### config.mk
export PLATFORM = sky130hd
export DESIGN_NAME = lock_detect
export DESIGN_NICKNAME = d
export VERILOG_FILES = /design/src/rtl/lock_pkg.sv /design/src/rtl/lock_meas.sv /design/src/rtl/lock_ctrl.sv /design/src/rtl/lock_detect.sv
export SDC_FILE = /design/constraint.sdc
export NUM_CORES = 1
export LEC_CHECK = 0
export CAP_MARGIN = 20
export CORE_AREA = 3 3 40 42
export DETAILED_ROUTE_END_ITERATION = 7
export DIE_AREA = 0 0 43 45
export PLACE_DENSITY = 0.76
export SKIP_LAST_GASP = 1
export SLEW_MARGIN = 20
export SYNTH_ARGS = -nofsm -noshare
export SYNTH_HDL_FRONTEND = slang
export SYNTH_SLANG_ARGS = --single-unit
### constraint.sdc
create_clock -name clk -period 5.8 [get_ports clk]
set_clock_uncertainty 0.05 [all_clocks]
set_input_delay 1.16 -clock clk [delete_from_list [all_inputs] [get_ports clk]]
set_output_delay 1.16 -clock clk [all_outputs]
set_load 0.01 [all_outputs]
### src/rtl/lock_pkg.sv
package lock_pkg;

  // control -> datapath
  typedef struct packed {
    logic measClear;
  } ctlStrobe_t;

  // datapath -> control
  typedef struct packed {
    logic evalValid;
    logic good;
    logic bad;
  } verdict_t;

endpackage

### src/rtl/lock_meas.sv
module lock_meas
  import lock_pkg::*;
#(
  parameter int ACQ_CYCLES = 15,
  parameter int REL_CYCLES = 25,
  parameter int CNT_W      = 5
) (
  input  logic             clk,
  input  logic             rst_n,
  input  logic             errPulse,
  input  logic             cycleEnd,
  input  ctlStrobe_t       ctl,
  output verdict_t         verdict,
  output logic [CNT_W-1:0] measWidth
);

  localparam logic [CNT_W-1:0] CNT_MAX = {CNT_W{1'b1}};
  localparam logic [CNT_W-1:0] ACQ_L   = CNT_W'(ACQ_CYCLES);
  localparam logic [CNT_W-1:0] REL_L   = CNT_W'(REL_CYCLES);

  logic [CNT_W-1:0] widthCnt;
  logic             atMax;

  assign atMax = (widthCnt == CNT_MAX);

  // width including the current sampling edge, saturated
  always_comb begin
    if (errPulse && !atMax) measWidth = widthCnt + 1'b1;
    else                    measWidth = widthCnt;
  end

  always_ff @(posedge clk) begin
    if (!rst_n) begin
      widthCnt <= '0;
    end else if (ctl.measClear) begin
      widthCnt <= '0;
    end else if (errPulse && !atMax) begin
      widthCnt <= widthCnt + 1'b1;
    end
  end

  always_comb begin
    verdict.evalValid = cycleEnd;
    verdict.good      = (measWidth < ACQ_L);
    verdict.bad       = (measWidth > REL_L);
  end

endmodule

### src/rtl/lock_ctrl.sv
module lock_ctrl
  import lock_pkg::*;
#(
  parameter int RUN_SHORT = 3,
  parameter int RUN_LONG  = 5,
  parameter int GOOD_W    = 3
) (
  input  logic              clk,
  input  logic              rst_n,
  input  logic              selFive,
  input  verdict_t          verdict,
  output ctlStrobe_t        ctl,
  output logic              lockFlag,
  output logic [GOOD_W-1:0] goodCnt
);

  localparam logic [GOOD_W-1:0] SHORT_L = GOOD_W'(RUN_SHORT);
  localparam logic [GOOD_W-1:0] LONG_L  = GOOD_W'(RUN_LONG);

  logic [GOOD_W-1:0] runNeed;
  logic [GOOD_W-1:0] goodNext;

  assign runNeed  = selFive ? LONG_L : SHORT_L;
  assign goodNext = goodCnt + 1'b1;

  always_comb begin
    ctl.measClear = verdict.evalValid;
  end

  always_ff @(posedge clk) begin
    if (!rst_n) begin
      lockFlag <= 1'b0;
      goodCnt  <= '0;
    end else if (verdict.evalValid) begin
      if (lockFlag) begin
        if (verdict.bad) begin
          lockFlag <= 1'b0;
          goodCnt  <= '0;
        end
      end else if (verdict.good) begin
        if (goodNext >= runNeed) begin
          lockFlag <= 1'b1;
          goodCnt  <= '0;
        end else begin
          goodCnt  <= goodNext;
        end
      end else begin
        goodCnt <= '0;
      end
    end
  end

endmodule

### src/rtl/lock_detect.sv
module lock_detect
  import lock_pkg::*;
#(
  parameter int ACQ_CYCLES = 15,
  parameter int REL_CYCLES = 25,
  parameter int RUN_SHORT  = 3,
  parameter int RUN_LONG   = 5
) (
  input  logic clk,
  input  logic rst_n,
  input  logic cycleEnd,
  input  logic errPulse,
  input  logic selFive,
  output logic lockFlag
);

  localparam int CNT_W  = $clog2(REL_CYCLES + 2);
  localparam int GOOD_W = $clog2(RUN_LONG + 1);

  ctlStrobe_t        ctl;
  verdict_t          verdict;
  logic [CNT_W-1:0]  measWidth;
  logic [GOOD_W-1:0] goodCnt;

  lock_meas #(
    .ACQ_CYCLES(ACQ_CYCLES),
    .REL_CYCLES(REL_CYCLES),
    .CNT_W     (CNT_W)
  ) u_meas (
    .clk      (clk),
    .rst_n    (rst_n),
    .errPulse (errPulse),
    .cycleEnd (cycleEnd),
    .ctl      (ctl),
    .verdict  (verdict),
    .measWidth(measWidth)
  );

  lock_ctrl #(
    .RUN_SHORT(RUN_SHORT),
    .RUN_LONG (RUN_LONG),
    .GOOD_W   (GOOD_W)
  ) u_ctrl (
    .clk     (clk),
    .rst_n   (rst_n),
    .selFive (selFive),
    .verdict (verdict),
    .ctl     (ctl),
    .lockFlag(lockFlag),
    .goodCnt (goodCnt)
  );

endmodule

==> results of run 1 <==
## state kept, by name, summed over array words and instances, names as in the netlist
register         cells
u_meas.widthCnt      5
u_ctrl.goodCnt       3
u_ctrl.lockFlag      1
## logic make-up after synthesis
logic type | count (synthesis) | share of synthesized area
and+or+nand+nor | 33 | 0.357
muxes | 3 | 0.0496
DFF | 9 | 0.298
xor gates and xnor gates | 4 | 0.0579
adders and majority gates | 5 | 0.103
buffers and inverters | 4 | 0.0372
AOI/OAI and AO/OA | 6 | 0.0971
## worst max-delay path, stage by stage
cell             delay, ps
clkdlybuf4s50_1        480
nor2b_4                260
and4b_4                280
nor3b_2                 50
or4_4                  540
o221a_1                210
## power groups by stage
stage	clock network, uW	logic (uW)	registers (uW)
after floorplan	0	18.6	68.5
after global placement	0	25.8	69.0
after detailed placement	0	26.6	69.0
after CTS	52.3	26.7	67.6
after global routing	56.9	29.5	68.2
final	49.7	26.7	67.7
## per-layer routing
layer  vias up  track usage  part of all wire
li1        247            -                 -
met1       229        0.161              0.47
met2        11        0.201              0.45
met3         2       0.0717             0.077
met4         0       0.0361            0.0054
met5         -            0                 0
## stage by stage
stage,cells,power [uW]
2_1_floorplan,64,87.1
3_3_place_gp,83,94.9
3_5_place_dp,83,95.6
4_1_cts,87,147
5_1_grt,87,155
6_report,87,144
## cells in the mapped netlist, drive strengths merged
cell	n	area [um^2]
dfxtp	9	180
buf	1	11.3
inv	3	11.3
nand3b	1	7.51
xnor2	2	17.5
o221ai	1	8.76
and4b	3	33.8
nor3b	1	12.5
and3	2	12.5
mux2i	3	30.0
xor2	2	17.5
nand2	4	15.0
or2b	1	8.76
and3b	1	10.0
o2bb2ai	1	8.76
o21ai	1	5.00
nand4b	1	8.76
nor2b	3	26.3
a41oi	1	16.3
or4	1	11.3
o41ai	1	8.76
ha	5	62.6
nand3	4	20.0
nor2	8	30.0
o221a	1	11.3
and2	3	20.0
## area by class of cell
cell class,count,area [um^2],area share
multi-input cells,51,403,0.583
flip-flops and latches,9,180,0.261
repair buffers,5,50.0,0.0725
clock buffers,3,22.5,0.0326
well taps,15,18.8,0.0272
inverters,3,11.3,0.0163
clock inverters,1,5.00,0.00725
## worst max-delay path by stage
stage	depth (start not counted)	end	from
CTS	6	u_ctrl.lockFlag	errPulse
global route	6	u_ctrl.lockFlag	errPulse
finish	6	u_ctrl.lockFlag	errPulse
detailed placement	6	u_ctrl.lockFlag	errPulse
floorplan	6	u_ctrl.lockFlag	errPulse
global placement	6	u_ctrl.lockFlag	errPulse
==> impl_metrics.toml, run 1 <==
[yosys]
synth_nets = 74
yosys_warnings = 0
yosysUniqueCellTypes = 29
ys_seq_area_frac = 0.298
syn_area_per_cell_um2 = 9.46
ys_seq_elements = 9
synth_cells = 64
syn_area_um2 = 606

[clocking]
htree_levels = 1
cts_buffers = 3
cts_hold_buf = 0
cts.sink_count = 9
post-cts-setup-buffer-count = 0
path_clk_slew_ps = 70
cts.path.max_buffers = 2
cts_root_buffer = "clkbuf_4"
clk-insertion-delay-late_ps = 270
ctsResizeCount = 0
cts_tree = "done"

[power]
p_sw_frac = 0.271
p_int_uw = 105
p_per_area_nw_per_um2 = 209
pwr-share-clk = 0.345
ir_drop_v = 0.000105
share_seq_of_total_power = 0.470
pwr-share-comb = 0.185
p_leak_uw = 0.000311
switchingPower_uw = 39.0

[floorplan]
dieArea_um2 = 1940
io_pins = 6
start_util = 0.471
fp.dieW_um = 43
die_y_um = 45
num_rows = 13
core_um2 = 1280

[sta]
min_period_ps = 2880
max_freq_ghz = 0.348
rsz0062_at_grt = "false"
slew_headroom = 0.733
hold_ws_ps = 453
fin_crit_sh = 0.496
final_hold_viol_count = 0
tightest_slew_ps = 401
setup_viol = 0
fin_tns_setup_ps = 0
finalWorstSetupSlack_ps = 2920
final_max_slew_viol_count = 0

[setup_path]
cp_max_fo = 7
regToRegSetupSlack_ps = 3350
r2r-end = "u_ctrl.lockFlag"
crit_arrival_ps = 2990
r2r_cells = 8
worstSetupPathType = "in2reg"
startpoint_type = "primary input"
reg2reg_from = "u_meas.widthCnt[0]"
cp.required_ps = 5910
crit_path_end_kind = "flip-flop"

[routing]
drc = 0
drt_iter0_markers = 12
postRouteAntennaNets = 0
viasPerCell = 5.62
via_count = 489
dr.pass1.iters = 4
routed_wire_length_per_instance_um = 12.7
wl_um = 1100

[worst_hold_path]
hp-class = "reg2reg"
hold_path.startpoint = "u_ctrl.goodCnt[1]"
min_to = "u_ctrl.goodCnt[1]"
whs_path_depth = 2

[run_status]
status = "finished, final reports clean"

[global_routing]
grt_overflow_total = 0
grt_pass1_vias = 443
grt_pass1_wl_um = 1840
track_usage = 0.131
antenna_found_initial = 0
grt_max_degree = 8

[cells_and_area]
syn_to_final_growth_pct = 14.0
fin_util = 0.537
drive_gt1_frac = 0.167
diodes = 0
fillers = 120
fin_area_um2 = 691
final_common_cell = "dfxtp_1"
num-nets-final = 83
final_cell_mix = "dfxtp_1, nor2_1, ha_1, clkdlybuf4s50_1"

[placement]
io_buffers = 5
dp_slack_ps = 2650
hpwl_um = 875
gp_congestion = 0.789
placed_area_um2 = 663

[job]
maxCapViolCount = 0
No activity file was read; power rests on OpenSTA's default activity.
==> inputs of run 2 (changes only) <==
==> constraint.sdc (replaced) <==
create_clock -name clk -period 3 [get_ports clk]
set_clock_uncertainty 0.05 [all_clocks]
set_input_delay 0.6 -clock clk [delete_from_list [all_inputs] [get_ports clk]]
set_output_delay 0.6 -clock clk [all_outputs]
set_load 0.01 [all_outputs]
==> run 2 against run 1 <==
Effect of this change:
- clock-buffer cell count did not move
- register-to-register slack lost 2800 ps
- wire length fell by 1.5%
- via count shrank 1.4%
- worst hold slack improved by 10 ps
- setup slack worse by 2400 ps
- final area is the same
- power grew 90%
- critical path depth rose by 2
- critical path type is now reg2reg
- largest cell class unchanged
==> impl_metrics.toml, run 2 (same netlist as run 1, synthesis figures left out) <==
[power]
p_sw_frac = 0.259
p_int_uw = 203
p_per_area_nw_per_um2 = 396
pwr-share-clk = 0.336
p_leak_uw = 0.000311
share_seq_of_total_power = 0.478
ir_drop_v = 0.000220
pwr-share-comb = 0.186
switchingPower_uw = 70.8

[cells_and_area]
layout.cells.non_filler = 87
final_cell_mix = "dfxtp_1, nor2_1, ha_1, clkdlybuf4s50_1"
num-nets-final = 83
multiInputGateArea_um2 = 403
largest_register = "u_meas.widthCnt"
largest_reg_flops = 5
drive_gt1_frac = 0.167
syn_to_final_growth_pct = 14.0
top_regs = "u_meas.widthCnt x5, u_ctrl.goodCnt x3, u_ctrl.lockFlag x1"
fillers = 121
ff_latch_area_um2 = 180
fin_util = 0.537
diodes = 0
final_common_cell = "dfxtp_1"

[placement]
dp_slack_ps = 417
gp_congestion = 0.789
dp.cells = 83
io_buffers = 5
hpwl_um = 864

[routing]
viasPerCell = 5.54
postRouteAntennaNets = 0
routed_wire_length_per_instance_um = 12.5
drt_iter0_markers = 11
via_count = 482
wl_um = 1090
drc = 0
dr.pass1.iters = 5

[job]
maxCapViolCount = 0

[sta]
tightest_slew_ps = 411
finalWorstSetupSlack_ps = 521
rsz0062_at_grt = "false"
max_freq_ghz = 0.403
fin_tns_setup_ps = 0
final_max_slew_viol_count = 0
slew_headroom = 0.726
setup_viol = 0
fin_crit_sh = 0.826
min_period_ps = 2480
final_hold_viol_count = 0

[setup_path]
r2r-end = "u_ctrl.lockFlag"
worstSetupPathType = "reg2reg"
regToRegSetupSlack_ps = 520
startpoint_type = "flip-flop"
crit_arrival_ps = 2580
reg2reg_from = "u_meas.widthCnt[0]"
cp.required_ps = 3100
cp_max_fo = 5
r2r_cells = 8
setup.worst_path.start = "u_meas.widthCnt[0]"
crit_path_end_kind = "flip-flop"

[clocking]
htree_levels = 1
ctsResizeCount = 0
cts.sink_count = 9
cts_buffers = 3
cts_hold_buf = 0
cts_tree = "done"
cts.path.max_buffers = 2
path_clk_slew_ps = 60
clk-insertion-delay-late_ps = 270
cts_root_buffer = "clkbuf_4"
post-cts-setup-buffer-count = 0

[run_status]
status = "finished, final reports clean"

[worst_hold_path]
hold_path.startpoint = "u_ctrl.goodCnt[1]"
hp-class = "reg2reg"
whs_path_depth = 2
min_to = "u_ctrl.goodCnt[1]"

[floorplan]
start_util = 0.471
io_pins = 6
die_y_um = 45
fp.dieW_um = 43
num_rows = 13
dieArea_um2 = 1940
core_um2 = 1280

[global_routing]
grt_pass1_wl_um = 1850
track_usage = 0.135
antenna_found_initial = 0
grt_pass1_vias = 444
grt_overflow_total = 0
grt_max_degree = 8
[run 2: metrics by stage]
stage	total power [uW]	instance area (um^2)	hold slack, ps
after floorplan	168	606	392
after global placement	183	663	447
after detailed placement	184	663	445
final	273	691	463
after CTS	277	691	455
after global routing	296	691	471
[run 2: metal layers]
| layer | part of all wire | vias up | GRT usage |
|---|---|---|---|
| met5 | 0 | - | 0 |
| met4 | 0.0083 | 0 | 0.0542 |
| met3 | 0.054 | 2 | 0.0717 |
| met2 | 0.45 | 11 | 0.195 |
| met1 | 0.49 | 219 | 0.168 |
| li1 | - | 250 | - |
[run 2: final cells by class]
cell class                 count  share of cell area
multi-input combinational     51               0.583
sequential                     9               0.261
timing repair buffer           5              0.0725
clock buffer                   3              0.0326
tap                           15              0.0272
inverter                       3              0.0163
clock inverter                 1             0.00725
[run 2: worst max path at each step]
stage	to	slack, ps	depth (start not counted)
global route	u_ctrl.lockFlag	410	8
detailed placement	u_ctrl.lockFlag	420	6
global placement	u_ctrl.lockFlag	450	6
CTS	u_ctrl.lockFlag	520	8
finish	u_ctrl.lockFlag	520	8
floorplan	u_ctrl.lockFlag	650	9
[run 2: worst max-delay path, cell delays in order (launching register included)]
cell and delay, ps:
dfxtp_1 360, ha_1 230, and3_1 180, ha_1 210
nand3b_1 240, xor2_1 190, and3_1 190, or4_4 500
o221a_1 210
[run 2: power groups by stage]
| stage | registers [uW] | logic [uW] | clock network, uW |
|---|---|---|---|
| floorplan | 132 | 36.0 | 0 |
| global placement | 133 | 50.0 | 0 |
| detailed placement | 133 | 50.7 | 0 |
| CTS | 131 | 50.8 | 95.0 |
| global route | 132 | 55.7 | 109 |
| finish | 131 | 50.8 | 91.9 |
==> inputs of run 3 (changes only) <==
==> constraint.sdc (replaced) <==
create_clock -name clk -period 2.5 [get_ports clk]
set_clock_uncertainty 0.05 [all_clocks]
set_input_delay 0.5 -clock clk [delete_from_list [all_inputs] [get_ports clk]]
set_output_delay 0.5 -clock clk [all_outputs]
set_load 0.01 [all_outputs]
==> run 3 against run 2 <==
Effect of this change:
- final area rose by 4.3%
- wire length shrank 1.1%
- first-iteration DRC count rose by 18%
- critical path depth unchanged
- clock power rose by 18%
- non-clock buffer count increased by 4
- utilization grew 2.3 points
==> impl_metrics.toml, run 3 (same netlist as run 1, synthesis figures left out) <==
[clocking]
cts_buffers = 3
cts.sink_count = 9
clk-insertion-delay-late_ps = 250
path_clk_slew_ps = 60
htree_levels = 1
cts_hold_buf = 0
cts.path.max_buffers = 2
cts_tree = "done"
cts_root_buffer = "clkbuf_4"

[cells_and_area]
ff_latch_area_um2 = 181
fin_area_um2 = 721
final_cell_mix = "nor2_1, dfxtp_1, ha_1, clkdlybuf4s50_1"
fin_util = 0.561
largest_reg_flops = 5
fillers = 113
layout.cells.non_filler = 91
diodes = 0
multiInputGateArea_um2 = 403
top_regs = "u_meas.widthCnt x5, u_ctrl.goodCnt x3, u_ctrl.lockFlag x1"
largest_register = "u_meas.widthCnt"
num-nets-final = 87
syn_to_final_growth_pct = 19.0
drive_gt1_frac = 0.211

[setup_path]
r2r-end = "u_ctrl.lockFlag"
crit_arrival_ps = 2480
cp.required_ps = 2600
regToRegSetupSlack_ps = 110
setup.worst_path.start = "u_meas.widthCnt[1]"
startpoint_type = "flip-flop"
crit_path_end_kind = "flip-flop"
worstSetupPathType = "reg2reg"
reg2reg_from = "u_meas.widthCnt[1]"
cp_max_fo = 7
endpoint = "u_ctrl.lockFlag"
r2r_cells = 8

[power]
pwr-share-comb = 0.199
p_int_uw = 248
p_sw_frac = 0.248
p_per_area_nw_per_um2 = 457
switchingPower_uw = 81.5
share_seq_of_total_power = 0.474
pwr-share-clk = 0.328
p_leak_uw = 0.000327
ir_drop_v = 0.000307

[placement]
placed_area_um2 = 678
hpwl_um = 864
dp.cells = 85
gp_congestion = 0.784
io_buffers = 5

[run_status]
status = "finished, final reports clean"

[sta]
setup_viol = 0
tightest_slew_ps = 431
max_freq_ghz = 0.419
slew_headroom = 0.713
fin_tns_setup_ps = 0
final_max_slew_viol_count = 0
final_hold_viol_count = 0
fin_crit_sh = 0.954
min_period_ps = 2390
rsz0062_at_grt = "false"

[global_routing]
antenna_found_initial = 0
grt_pass1_vias = 467
grt_overflow_total = 0
track_usage = 0.128
grt_pass1_wl_um = 1880
grt_max_degree = 8

[routing]
drc = 0
routed_wire_length_per_instance_um = 11.8
dr.pass1.iters = 4
drt_iter0_markers = 13
via_count = 497
wl_um = 1080
postRouteAntennaNets = 0
viasPerCell = 5.46

[floorplan]
core_um2 = 1280
io_pins = 6
dieArea_um2 = 1940
fp.dieW_um = 43
num_rows = 13
die_y_um = 45
start_util = 0.471

[worst_hold_path]
hp-class = "reg2reg"

[job]
maxCapViolCount = 0
run 3: power by group through the flow:
stage,Clock [uW],Sequential [uW],Combinational [uW]
floorplan,0,159,43.2
global placement,0,159,61.6
detailed placement,0,159,63.4
CTS,113,156,63.7
global route,123,157,72.2
finish,108,156,65.3
run 3: how the worst min path moves through the flow:
stage	from	endpoint	slack, ps	cells after the start
after detailed placement	u_ctrl.goodCnt[1]	u_ctrl.goodCnt[1]	420	2
final	u_ctrl.goodCnt[1]	u_ctrl.goodCnt[1]	430	2
after CTS	u_ctrl.goodCnt[1]	u_ctrl.goodCnt[1]	430	2
after global routing	u_ctrl.goodCnt[1]	u_ctrl.goodCnt[1]	470	2
after global placement	u_ctrl.goodCnt[1]	u_ctrl.goodCnt[1]	450	2
after floorplan	u_ctrl.goodCnt[1]	u_ctrl.goodCnt[1]	390	2
run 3: area by class of cell:
class                      count  area share
clock buffer                   4      0.0365
timing repair buffer           9       0.111
multi-input combinational     51       0.559
sequential                     9       0.252
inverter                       3      0.0156
tap                           15      0.0260
run 3: stage by stage:
step | hold WS [ps] | setup slack (ps) | power, uW
after CTS | 433 | 94.4 | 333
after global placement | 448 | 48.1 | 221
after floorplan | 392 | 153 | 202
after detailed placement | 423 | 10.1 | 222
final | 430 | 115 | 329
after global routing | 471 | 12.1 | 352
run 3: per-layer routing:
layer	vias up	share of wire	wire length, um	global-route usage
li1	260	-	-	-
met1	231	0.52	561	0.164
met2	4	0.44	473	0.204
met3	2	0.027	29	0.0359
met4	0	0.0093	10	0.0542
met5	-	0	0	0
run 3: what timing repair did:
item,4_1_cts,5_1_grt
setup endpoints to repair,0,1
setup buffers,0,2
resized for setup,0,1
run 3: critical path, cell delays in order (launching register included):
cell	delay (ps)
dfxtp_2	340
ha_1	180
and3_1	180
ha_1	210
nor2b_4	230
and4b_4	280
nor3b_2	60
or4_4	540
o221a_1	210
